### config.mk
export PLATFORM = sky130hd
export DESIGN_NAME = wdk_timer
export DESIGN_NICKNAME = d
export VERILOG_FILES = /design/src/rtl/wdk_pkg.sv /design/src/rtl/wdk_cfg_regs.sv /design/src/rtl/wdk_counter.sv /design/src/rtl/wdk_key_fsm.sv /design/src/rtl/wdk_timer.sv
export SDC_FILE = /design/constraint.sdc
export NUM_CORES = 1
export LEC_CHECK = 0
export ABC_AREA = 1
export BUFFER_PORTS_ARGS = -buffer_cell sky130_fd_sc_hd__buf_2
export CAP_MARGIN = 20
export CORE_AREA = 4 4 238 240
export CTS_CLUSTER_DIAMETER = 200
export DETAILED_ROUTE_END_ITERATION = 10
export DIE_AREA = 0 0 242 244
export PLACE_DENSITY_LB_ADDON = 0.15
export SLEW_MARGIN = 20
export SYNTH_ARGS = -nofsm -noshare
export SYNTH_HDL_FRONTEND = slang
export SYNTH_HIERARCHICAL = 1
export SYNTH_SLANG_ARGS = --single-unit
### constraint.sdc
create_clock -name clk -period 3 [get_ports clk]
set_input_delay 0 -clock clk [delete_from_list [all_inputs] [get_ports clk]]
set_output_delay 0 -clock clk [all_outputs]
set_load 0.01 [all_outputs]
### src/rtl/wdk_pkg.sv
`timescale 1ns/1ps
package wdk_pkg;

    // Word indices of the register map (byte offset divided by four)
    localparam int unsigned IDX_CNT_LO = 4;
    localparam int unsigned IDX_CNT_HI = 5;
    localparam int unsigned IDX_PRD_LO = 6;
    localparam int unsigned IDX_PRD_HI = 7;
    localparam int unsigned IDX_TCTL   = 8;
    localparam int unsigned IDX_GCTL   = 9;
    localparam int unsigned IDX_WCTL   = 10;

    // Field positions
    localparam int unsigned TCTL_MODE_LSB = 6;
    localparam int unsigned GCTL_LO_OUT   = 0;
    localparam int unsigned GCTL_HI_OUT   = 1;
    localparam int unsigned GCTL_TMR_LSB  = 2;
    localparam int unsigned WCTL_EN_BIT   = 14;
    localparam int unsigned WCTL_FLAG_BIT = 15;
    localparam int unsigned WCTL_KEY_LSB  = 16;

    localparam logic [15:0] KEY_OPEN  = 16'hA5C6;
    localparam logic [15:0] KEY_CLOSE = 16'hDA7E;
    localparam logic [1:0]  TMR_WDOG  = 2'd2;

    typedef enum logic [1:0] {
        EMODE_OFF  = 2'd0,
        EMODE_ONCE = 2'd1,
        EMODE_CONT = 2'd2,
        EMODE_ALT  = 2'd3
    } emode_e;

    typedef enum logic [1:0] {
        WD_IDLE    = 2'd0,
        WD_PRE     = 2'd1,
        WD_ARMED   = 2'd2,
        WD_SERVICE = 2'd3
    } wd_state_e;

    // Decoded view of the counting controls
    typedef struct packed {
        logic   lo_live;
        logic   hi_live;
        logic   run;
        logic   one_shot;
    } cnt_ctl_t;

    // Watchdog status bits visible in the control word
    typedef struct packed {
        logic flag;
        logic en;
    } wd_stat_t;

    function automatic cnt_ctl_t decode_ctl(input logic       lo_out,
                                            input logic       hi_out,
                                            input logic [1:0] tmr_mode,
                                            input logic [1:0] en_mode);
        cnt_ctl_t c;
        c.lo_live  = lo_out;
        c.hi_live  = hi_out;
        c.run      = lo_out && hi_out && (tmr_mode == TMR_WDOG)
                     && (emode_e'(en_mode) != EMODE_OFF);
        c.one_shot = (emode_e'(en_mode) == EMODE_ONCE);
        return c;
    endfunction

    function automatic logic is_locked(input wd_state_e s);
        return s != WD_IDLE;
    endfunction

endpackage

### src/rtl/wdk_cfg_regs.sv
`timescale 1ns/1ps
module wdk_cfg_regs
    import wdk_pkg::*;
#(
    parameter int DW = 32
) (
    input  logic            clk,
    input  logic            rst,
    input  logic            locked,
    input  logic            wr_prd_lo,
    input  logic            wr_prd_hi,
    input  logic            wr_tctl,
    input  logic            wr_gctl,
    input  logic [DW-1:0]   wr_data,
    output logic [2*DW-1:0] period,
    output logic [DW-1:0]   tctl,
    output logic [DW-1:0]   gctl
);

    logic [DW-1:0] prd_lo_q, prd_hi_q;

    always_ff @(posedge clk) begin
        if (rst) begin
            prd_lo_q <= '0;
            prd_hi_q <= '0;
            tctl     <= '0;
            gctl     <= '0;
        end else if (!locked) begin
            if (wr_prd_lo) prd_lo_q <= wr_data;
            if (wr_prd_hi) prd_hi_q <= wr_data;
            if (wr_tctl)   tctl     <= wr_data;
            if (wr_gctl)   gctl     <= wr_data;
        end
    end

    assign period = {prd_hi_q, prd_lo_q};

    // Locked configuration words do not move under writes
    assert_period_locked_R9: assert property (@(posedge clk) disable iff (rst)
        locked && (wr_prd_lo || wr_prd_hi) |=> $stable(period));
    assert_ctl_locked_R9: assert property (@(posedge clk) disable iff (rst)
        locked && (wr_tctl || wr_gctl) |=> $stable(tctl) && $stable(gctl));

endmodule

### src/rtl/wdk_counter.sv
`timescale 1ns/1ps
module wdk_counter
    import wdk_pkg::*;
#(
    parameter int DW = 32
) (
    input  logic            clk,
    input  logic            rst,
    input  cnt_ctl_t        ctl,
    input  logic            tick,
    input  logic            restart,
    input  logic            wr_lo,
    input  logic            wr_hi,
    input  logic [DW-1:0]   wr_data,
    input  logic [2*DW-1:0] period,
    output logic [2*DW-1:0] count,
    output logic            expire
);

    localparam int CW = 2 * DW;

    logic [CW-1:0] count_nx;
    logic          step;

    assign step = tick && ctl.run;

    always_comb begin
        count_nx = count;
        expire   = 1'b0;
        if (step) begin
            if (count == period) begin
                expire   = 1'b1;
                count_nx = ctl.one_shot ? count : '0;
            end else begin
                count_nx = count + 1'b1;
            end
        end
        if (wr_lo)        count_nx[DW-1:0]  = wr_data;
        if (wr_hi)        count_nx[CW-1:DW] = wr_data;
        if (restart)      count_nx          = '0;
        if (!ctl.lo_live) count_nx[DW-1:0]  = '0;
        if (!ctl.hi_live) count_nx[CW-1:DW] = '0;
    end

    always_ff @(posedge clk) begin
        if (rst) count <= '0;
        else     count <= count_nx;
    end

    assert_step_by_one_R3: assert property (@(posedge clk) disable iff (rst)
        step && !restart && !wr_lo && !wr_hi && ctl.lo_live && ctl.hi_live
        && (count != period) |=> count == $past(count) + 1'b1);
    assert_hold_when_idle_R3: assert property (@(posedge clk) disable iff (rst)
        !step && !restart && !wr_lo && !wr_hi && ctl.lo_live && ctl.hi_live
        |=> $stable(count));
    assert_low_half_reset_R4: assert property (@(posedge clk) disable iff (rst)
        !ctl.lo_live |=> count[DW-1:0] == '0);

endmodule

### src/rtl/wdk_key_fsm.sv
`timescale 1ns/1ps
module wdk_key_fsm
    import wdk_pkg::*;
(
    input  logic        clk,
    input  logic        rst,
    input  logic        wctl_wr,
    input  logic [15:0] key,
    input  logic        en_bit,
    input  logic        flag_clr,
    input  logic        expire,
    output wd_state_e   state,
    output wd_stat_t    stat,
    output logic        restart,
    output logic        rst_req
);

    wd_state_e state_nx;
    logic      en_eff;
    logic      armed;

    assign en_eff = stat.en || en_bit;
    assign armed  = (state == WD_ARMED) || (state == WD_SERVICE);

    always_comb begin
        state_nx = state;
        restart  = 1'b0;
        if (wctl_wr) begin
            unique case (state)
                WD_IDLE:    if (en_eff && key == KEY_OPEN) state_nx = WD_PRE;
                WD_PRE:     if (key == KEY_CLOSE) begin
                                state_nx = WD_ARMED;
                                restart  = 1'b1;
                            end
                WD_ARMED:   if (key == KEY_OPEN) state_nx = WD_SERVICE;
                WD_SERVICE: if (key == KEY_CLOSE) begin
                                state_nx = WD_ARMED;
                                restart  = 1'b1;
                            end
                default:    state_nx = WD_IDLE;
            endcase
        end
    end

    always_ff @(posedge clk) begin
        if (rst) begin
            state   <= WD_IDLE;
            stat    <= '0;
            rst_req <= 1'b0;
        end else begin
            state <= state_nx;
            if (wctl_wr && state == WD_IDLE && en_bit) stat.en <= 1'b1;
            if (expire && armed)
                stat.flag <= 1'b1;
            else if (wctl_wr && flag_clr)
                stat.flag <= 1'b0;
            if (expire && armed) rst_req <= 1'b1;
        end
    end

    assert_idle_exit_R6: assert property (@(posedge clk) disable iff (rst)
        state == WD_IDLE |=> state == WD_IDLE || state == WD_PRE);
    assert_armed_exit_R7: assert property (@(posedge clk) disable iff (rst)
        state == WD_ARMED |=> state == WD_ARMED || state == WD_SERVICE);
    assert_no_disarm_R8: assert property (@(posedge clk) disable iff (rst)
        state != WD_IDLE |=> state != WD_IDLE);
    assert_req_sticky_R10: assert property (@(posedge clk) disable iff (rst)
        rst_req |=> rst_req);
    assert_enable_sticky_R11: assert property (@(posedge clk) disable iff (rst)
        stat.en |=> stat.en);

endmodule

### src/rtl/wdk_timer.sv
`timescale 1ns/1ps
module wdk_timer
    import wdk_pkg::*;
#(
    parameter int ADDR_W = 4,
    parameter int DW     = 32
) (
    input  logic              clk,
    input  logic              rst,
    input  logic              tick,
    input  logic              wr_en,
    input  logic              rd_en,
    input  logic [ADDR_W-1:0] addr,
    input  logic [DW-1:0]     wr_data,
    output logic [DW-1:0]     rd_data,
    output logic              rst_req
);

    localparam int CW = 2 * DW;

    logic [CW-1:0] period, count;
    logic [DW-1:0] tctl, gctl, wctl_rd;
    logic          locked, expire, restart;
    wd_state_e     state;
    wd_stat_t      stat;
    cnt_ctl_t      ctl;

    logic sel_cnt_lo, sel_cnt_hi, sel_prd_lo, sel_prd_hi;
    logic sel_tctl, sel_gctl, sel_wctl;

    assign sel_cnt_lo = addr == ADDR_W'(IDX_CNT_LO);
    assign sel_cnt_hi = addr == ADDR_W'(IDX_CNT_HI);
    assign sel_prd_lo = addr == ADDR_W'(IDX_PRD_LO);
    assign sel_prd_hi = addr == ADDR_W'(IDX_PRD_HI);
    assign sel_tctl   = addr == ADDR_W'(IDX_TCTL);
    assign sel_gctl   = addr == ADDR_W'(IDX_GCTL);
    assign sel_wctl   = addr == ADDR_W'(IDX_WCTL);

    assign locked = is_locked(state);
    assign ctl    = decode_ctl(gctl[GCTL_LO_OUT], gctl[GCTL_HI_OUT],
                               gctl[GCTL_TMR_LSB +: 2], tctl[TCTL_MODE_LSB +: 2]);

    wdk_cfg_regs #(.DW(DW)) u_cfg (
        .clk       (clk),
        .rst       (rst),
        .locked    (locked),
        .wr_prd_lo (wr_en && sel_prd_lo),
        .wr_prd_hi (wr_en && sel_prd_hi),
        .wr_tctl   (wr_en && sel_tctl),
        .wr_gctl   (wr_en && sel_gctl),
        .wr_data   (wr_data),
        .period    (period),
        .tctl      (tctl),
        .gctl      (gctl)
    );

    wdk_counter #(.DW(DW)) u_cnt (
        .clk     (clk),
        .rst     (rst),
        .ctl     (ctl),
        .tick    (tick),
        .restart (restart),
        .wr_lo   (wr_en && sel_cnt_lo && !locked),
        .wr_hi   (wr_en && sel_cnt_hi && !locked),
        .wr_data (wr_data),
        .period  (period),
        .count   (count),
        .expire  (expire)
    );

    wdk_key_fsm u_fsm (
        .clk      (clk),
        .rst      (rst),
        .wctl_wr  (wr_en && sel_wctl),
        .key      (wr_data[WCTL_KEY_LSB +: 16]),
        .en_bit   (wr_data[WCTL_EN_BIT]),
        .flag_clr (wr_data[WCTL_FLAG_BIT]),
        .expire   (expire),
        .state    (state),
        .stat     (stat),
        .restart  (restart),
        .rst_req  (rst_req)
    );

    always_comb begin
        wctl_rd                = '0;
        wctl_rd[WCTL_FLAG_BIT] = stat.flag;
        wctl_rd[WCTL_EN_BIT]   = stat.en;
    end

    always_ff @(posedge clk) begin
        if (rst) begin
            rd_data <= '0;
        end else if (rd_en) begin
            unique case (1'b1)
                sel_cnt_lo: rd_data <= count[DW-1:0];
                sel_cnt_hi: rd_data <= count[CW-1:DW];
                sel_prd_lo: rd_data <= period[DW-1:0];
                sel_prd_hi: rd_data <= period[CW-1:DW];
                sel_tctl:   rd_data <= tctl;
                sel_gctl:   rd_data <= gctl;
                sel_wctl:   rd_data <= wctl_rd;
                default:    rd_data <= '0;
            endcase
        end
    end

    assert_one_select_R2: assert property (@(posedge clk) disable iff (rst)
        $onehot0({sel_cnt_lo, sel_cnt_hi, sel_prd_lo, sel_prd_hi,
                  sel_tctl, sel_gctl, sel_wctl}));
    assert_req_needs_flag_R10: assert property (@(posedge clk) disable iff (rst)
        $rose(rst_req) |-> stat.flag);

endmodule

# Word-level counts from Yosys, hierarchy flattened
# Cells that the tools add are included.
dict set report classes {
  mux 17
  bitwise 3
  reduce_logical 37
  n_eq_ne 20
  n_addsub 1
}
# cell n
set ops {}
lappend ops {{case mux 32 bit (7 select lines)} 1}
lappend ops {{2-to-1 mux 64 bit} 3}
lappend ops {{adder 64 x 1 -> 64 bit, second input constant} 1}
lappend ops {{equality test 64 bit} 1}
lappend ops {{2-to-1 mux 32 bit} 2}
lappend ops {{equality test 16 bit, second input constant} 2}
lappend ops {{logical AND 1 bit} 18}
lappend ops {{equality test 4 x 3 -> 1 bit, second input constant} 4}
lappend ops {{equality test 4 bit, second input constant} 3}
lappend ops {{AND reduction 2 bit} 6}
lappend ops {{nonzero test 2 bit} 5}
lappend ops {{2-to-1 mux 1 bit} 7}
lappend ops {{equality test 2 bit, second input constant} 3}
lappend ops {{2-to-1 mux 2 bit} 3}
lappend ops {{!= test 3 bit, second input constant} 2}
lappend ops {{case mux 2 bit (3 select lines)} 1}
lappend ops {{OR reduction 3 bit} 2}
lappend ops {{equality test 2 x 1 -> 1 bit, second input constant} 2}
lappend ops {{!= test 2 x 1 -> 1 bit, second input constant} 2}
lappend ops {{AND reduction 4 bit} 1}
lappend ops {{inverter 1 bit} 3}
lappend ops {{logical NOT 2 bit} 1}
lappend ops {{logical OR 1 bit} 2}
lappend ops {{!= test 2 bit, second input constant} 1}
lappend ops {{other kinds (2)} 2}
dict set report word_totals {
  reg_bits 229
  in_bits 41
  output_inout_bits 33
}

# Depth between registers and ports, before layout
dict set report depth {
  depth_word 7
  ltp_mapped 18
}

# Modules after synthesis
# Netlist, hierarchy kept.
# module instances area_each_um2 seq_area_each_um2 cells_per_inst
set modules_own_cells {}
lappend modules_own_cells {wdk_counter 1 6582.6 1281.2 1287}
lappend modules_own_cells {wdk_cfg_regs 1 5041.1 2562.5 738}
lappend modules_own_cells {wdk_timer 1 3078.0 640.6 598}
lappend modules_own_cells {wdk_key_fsm 1 409.1 100.1 77}

# Least setup slack after synthesis
# Ideal clock, no wire load.
dict set report synth_timing {
  path_kind {in2reg}
  startpoint {in addr[3]}
  endpoint {reg u_cnt.count[51]}
  t_arrival_ns 1.723
  required_ns 2.885
  path_buffers 3
  setup_slack_ns 1.162
  cell_stages 17
  path_cell_list {inv_2 nor2_2 buf_4 buf_2 nand2_1 nor2_1 nand2_1 inv_1 nand2_2 nor2_4 inv_2 nor2_4 inv_1 nand3_1 buf_2 a21oi_1 and2_1}
}
dict set report synth_between {
  elab_cells_between_ends 11
}
# item line_no
set synth_rtl {}
lappend synth_rtl {{start, declared} wdk_timer.sv:13} ;# input logic [ADDR_W-1:0] addr,
lappend synth_rtl {{equality test 4 bit} wdk_timer.sv:37} ;# assign sel_wctl = addr == ADDR_W'(IDX_WCTL);
lappend synth_rtl {{logical AND 1 bit} wdk_timer.sv:74} ;# .wctl_wr (wr_en && sel_wctl),
lappend synth_rtl {{2-to-1 mux 1 bit} wdk_key_fsm.sv:28} ;# if (wctl_wr) begin
lappend synth_rtl {{net restart} wdk_timer.sv:23} ;# logic locked, expire, restart;
lappend synth_rtl {{OR reduction 3 bit (no source line)} n/a}
lappend synth_rtl {{end signal, assigned} wdk_counter.sv:47} ;# else count <= count_nx;
lappend synth_rtl {{end, declared} wdk_counter.sv:16} ;# output logic [2*DW-1:0] count,
# The timed path passes the listed nets, and every way through them passes these cells.
# A chain may end at the register's enable or synchronous reset.

# Worst setup path after layout
dict set report layout_timing {
  startpoint {reg u_cnt.count[30]}
  endpoint {reg u_cnt.count[57]}
}
dict set report layout_between {
  elab_chain_cells 4
  elab_cells_between_ends 7
}
# item line_no
set layout_lines {}
lappend layout_lines {{adder 64 x 1 -> 64 bit or equality test 64 bit (tied branches)} {wdk_counter.sv:35, wdk_counter.sv:31}}
lappend layout_lines {{2-to-1 mux 64 bit} wdk_counter.sv:31} ;# if (count == period) begin
lappend layout_lines {{2-to-1 mux 64 bit} wdk_counter.sv:30} ;# if (step) begin
lappend layout_lines {{2-to-1 mux 32 bit} wdk_counter.sv:39} ;# if (wr_hi) count_nx[CW-1:DW] = wr_data;
# Parallel ways exist; a longest one is shown, timed or not. The select of a mux whose other input is x is not followed.

==> results by group <==
Floorplanning
  – Die ar.: between 50000 and 60000 um2
  – Core area: 54700 um2
  – DIE WIDTH: 242 um
  – Top-level I/O count: between 70 and 80
  – Die Height: 244 um
  – Starting Density: 27.6%
  – Number of cell rows: 86

Synth
  – Syn nets: 2742
  – Post-synthesis sequential element count: 229
  – Distinct cell type count after synthesis: 38
  – Most numerous cell in the Yosys netlist: nand2_1
  – Seq/Total Area, Yosys: approximately 30%
  – Synth Flop Type: dfxtp_1
  – Avg Inst Size Synth: 5.60 um2
  – Post-synthesis async set-or-reset flop share: 0%
  – Syn Std Cell Area: 15100 um2
  – Post-synth EDFFs: 0
  – Synth top area cells: dfxtp_1 (30%), nand2_1 (22%), nand3_1 (13%), nor2_1 (13%), inv_1 (6.0%)
  – Warnings from Yosys: 6
  – Mapped Cells: 2700
  – Largest area contributor in the netlist: dfxtp_1
  – Synth top area share: 30.3%
  – Post-synth top cells: nand2_1 (873), nor2_1 (512), nand3_1 (385)

Run status
  – Status: finished, violations left
  – Violated checks: hold timing

Finish
  – Diodes inserted: 0
  – Multi-input logic area: 8870 um2
  – Syn-to-layout area delta: 17.7%
  – FF+latch area: 4580 um2
  – Share of cells above drive strength 1: 9.99%
  – Core Util, Final: 32.5%
  – Post-layout nets: 2825
  – Fill count: 6239

Drt
  – Detailed Route WL: about 73 mm
  – Detailed Routing Iterations Pass 1: 6
  – ANT nets after route: 0
  – DR vias: approximately 17000
  – Drt first-iter violations: 1413
  – Via-to-Cell Ratio: 4.94
  – Routed len/inst: about 21 um
  – DRC: 0

Setup path
  – Worst setup EP type: flip-flop
  – Critical Path Source: u_cnt/count[30]
  – WP data arrival: 3.28 ns
  – FF-to-FF setup slack: 0.20 ns
  – CP Class: reg2reg
  – Worst r2r src: u_cnt/count[30]
  – Worst Reg-to-Reg Cells: 13
  – Setup crit end: u_cnt/count[57]
  – Setup crit start kind: flip-flop
  – Max FO, Critical Path: 27
  – Worst r2r dst: u_cnt/count[57]
  – CP required: around 3.5 ns

Clock tree
  – CTS clk-pin slew, worst paths: around 0.060 ns
  – H-tree depth: 1
  – CTS buffer count: 31
  – CTS tree: yes
  – Clock sink total: around 230
  – Clock Path Buffers: 3
  – Post-CTS setup buffers: 0
  – Root Buffer: clkbuf_16
  – Clk_lat worst skew: ~0.6 ns

Power
  – Leakage: 7.81 nW
  – VDD IR-drop max: 0.367 mV
  – Total power draw: 7.60 mW
  – PD cells: about 430 nW/um2

Global routing
  – Largest net degree at the start of global routing: 72
  – Initial antenna violation count: 0
  – Number of global-route vias before repair: 16330
  – First-pass GRT wire length: 108 mm
  – Global route overflow: 0
  – GR Util All Layers: between 20% and 30%

STA
  – Worst rel slew slack: 36.7%
  – Final Max Tran Viols: 0
  – Final Hold Viols: 13
  – Fmax: 358 MHz
  – Clock Skew: about 0.027 ns
  – Min Hold Slack: -0.0170 ns
  – Slew @ Worst Pin: between 0.9 and 1 ns
  – Tcrit/Tclk final: 93.2%
  – RSZ-0062 raised after global routing: no
  – Setup TNS: 0 ns
  – Final WS setup: between 0.2 and 0.25 ns
  – Fin crit period: 2.80 ns
  – Setup violators final: 0

Place
  – RePlAce Congestion: 0.981
  – Post-Place Worst Slack: 0.134 ns
  – I/O Buffers: between 70 and 80
  – Hpwl dp: 54.7 mm

Flow run
  – Max-cap viol count: 0

Hold path
  – Worst Hold Class: in2reg
worst min path at each step:
stage / start / endpoint / cells past startpoint
global placement: wr_data[9] / u_cnt/count[9] / 3
detailed placement: wr_data[9] / u_cnt/count[9] / 3
floorplan: rst / rd_data[31] / 1
global route: rd_en / rd_data[6] / 3
finish: rd_en / rd_data[15] / 3
CTS: rd_en / rd_data[6] / 3
cell type report:
cell class | instances | share of cell area (%)
multi-input cells | 2051 | 49.9
flip-flops and latches | 229 | 25.8
repair buffers | 193 | 7.95
inverters | 277 | 5.88
clock buffers | 46 | 5.02
well taps | 704 | 4.95
clock inverters | 8 | 0.577
cells by family (layout without fill, tap and decap cells):
group | count (synthesis) | count (layout) | synth area share [%]
flops | 229 | 229 | 30.3
simple gates | 1849 | 1849 | 50.7
buf+inv | 420 | 524 | 11.3
compound gates | 182 | 182 | 6.49
xor+xnor | 19 | 19 | 1.10
fa+ha+maj | 1 | 1 | 0.0828
worst max-delay path, cell delays in order (launching register included):
cell and delay, ns:
dfxtp_1 0.51, inv_1 0.16, nand2_1 0.08, nand2_1 0.05, nor2_1 0.39, nand2_1 0.10, nor2_1 0.12, nand2_1 0.13
nor2_1 0.17, nand3_1 0.11, nand2_2 0.34, inv_4 0.25, o21bai_1 0.20, nor2_1 0.06
repair_timing:
| action | in CTS | in global routing |
|---|---|---|
| resized for setup | 0 | 2 |
| hold buffers | 34 | 0 |
| setup endpoints to repair | 0 | 4 |
| hold endpoints to repair | 210 | 0 |
flip-flops by register name, indices dropped and copies added, names as in the netlist:
name,flops
rd_data,32
u_cfg/gctl,32
u_cfg/prd_hi_q,32
u_cfg/prd_lo_q,32
u_cfg/tctl,32
u_cnt/count,64
u_fsm/rst_req,1
u_fsm/stat,2
u_fsm/state,2
placed cells by master (no fill, tap or decap), types with 3 or more instances in the layout:
master / n
inv_2: 33
clkbuf_16: 31
buf_4: 81
dlygate4sd3_1: 34
a21oi_1: 124
nand2_2: 8
dfxtp_1: 229
o21ai_0: 26
clkbuf_1: 9
nand2_1: 872
a31oi_1: 5
o21ai_1: 3
clkbuf_8: 6
o21a_1: 3
and2_1: 22
a21boi_0: 3
nand4_1: 17
nor2_4: 10
nand3_1: 385
xor2_1: 19
nor2_1: 502
inv_1: 239
nor2_2: 15
clkinv_2: 3
a22oi_1: 12
buf_12: 5
buf_2: 73
nor3_1: 9
power breakdown:
group / internal, mW / switching, mW / leakage [nW]
sequential: 3.08 / 0.0386 / 1.85
combinational: 0.202 / 0.549 / 5.48
clock: 2.20 / 1.53 / 0.481
routing by layer:
metal	vias up	part of all wire [%]	routed length, um	track usage [%]
li1	8575	-	-	-
met1	8053	43	31700	30.8
met2	570	47	34400	41.4
met3	126	5.4	3990	3.03
met4	0	4.4	3200	9.05
met5	-	0	0	0
metrics by stage:
step | hold WS, ns | instances | cell area, um2
floorplan | 0.0691 | 2700 | 15100
global placement | 0.349 | 3420 | 16500
detailed placement | 0.365 | 3420 | 16500
CTS | 0.000390 | 3508 | 17800
global route | 0.0380 | 3508 | 17800
finish | -0.0170 | 3508 | 17800
(Power assumes the default switching activity.)
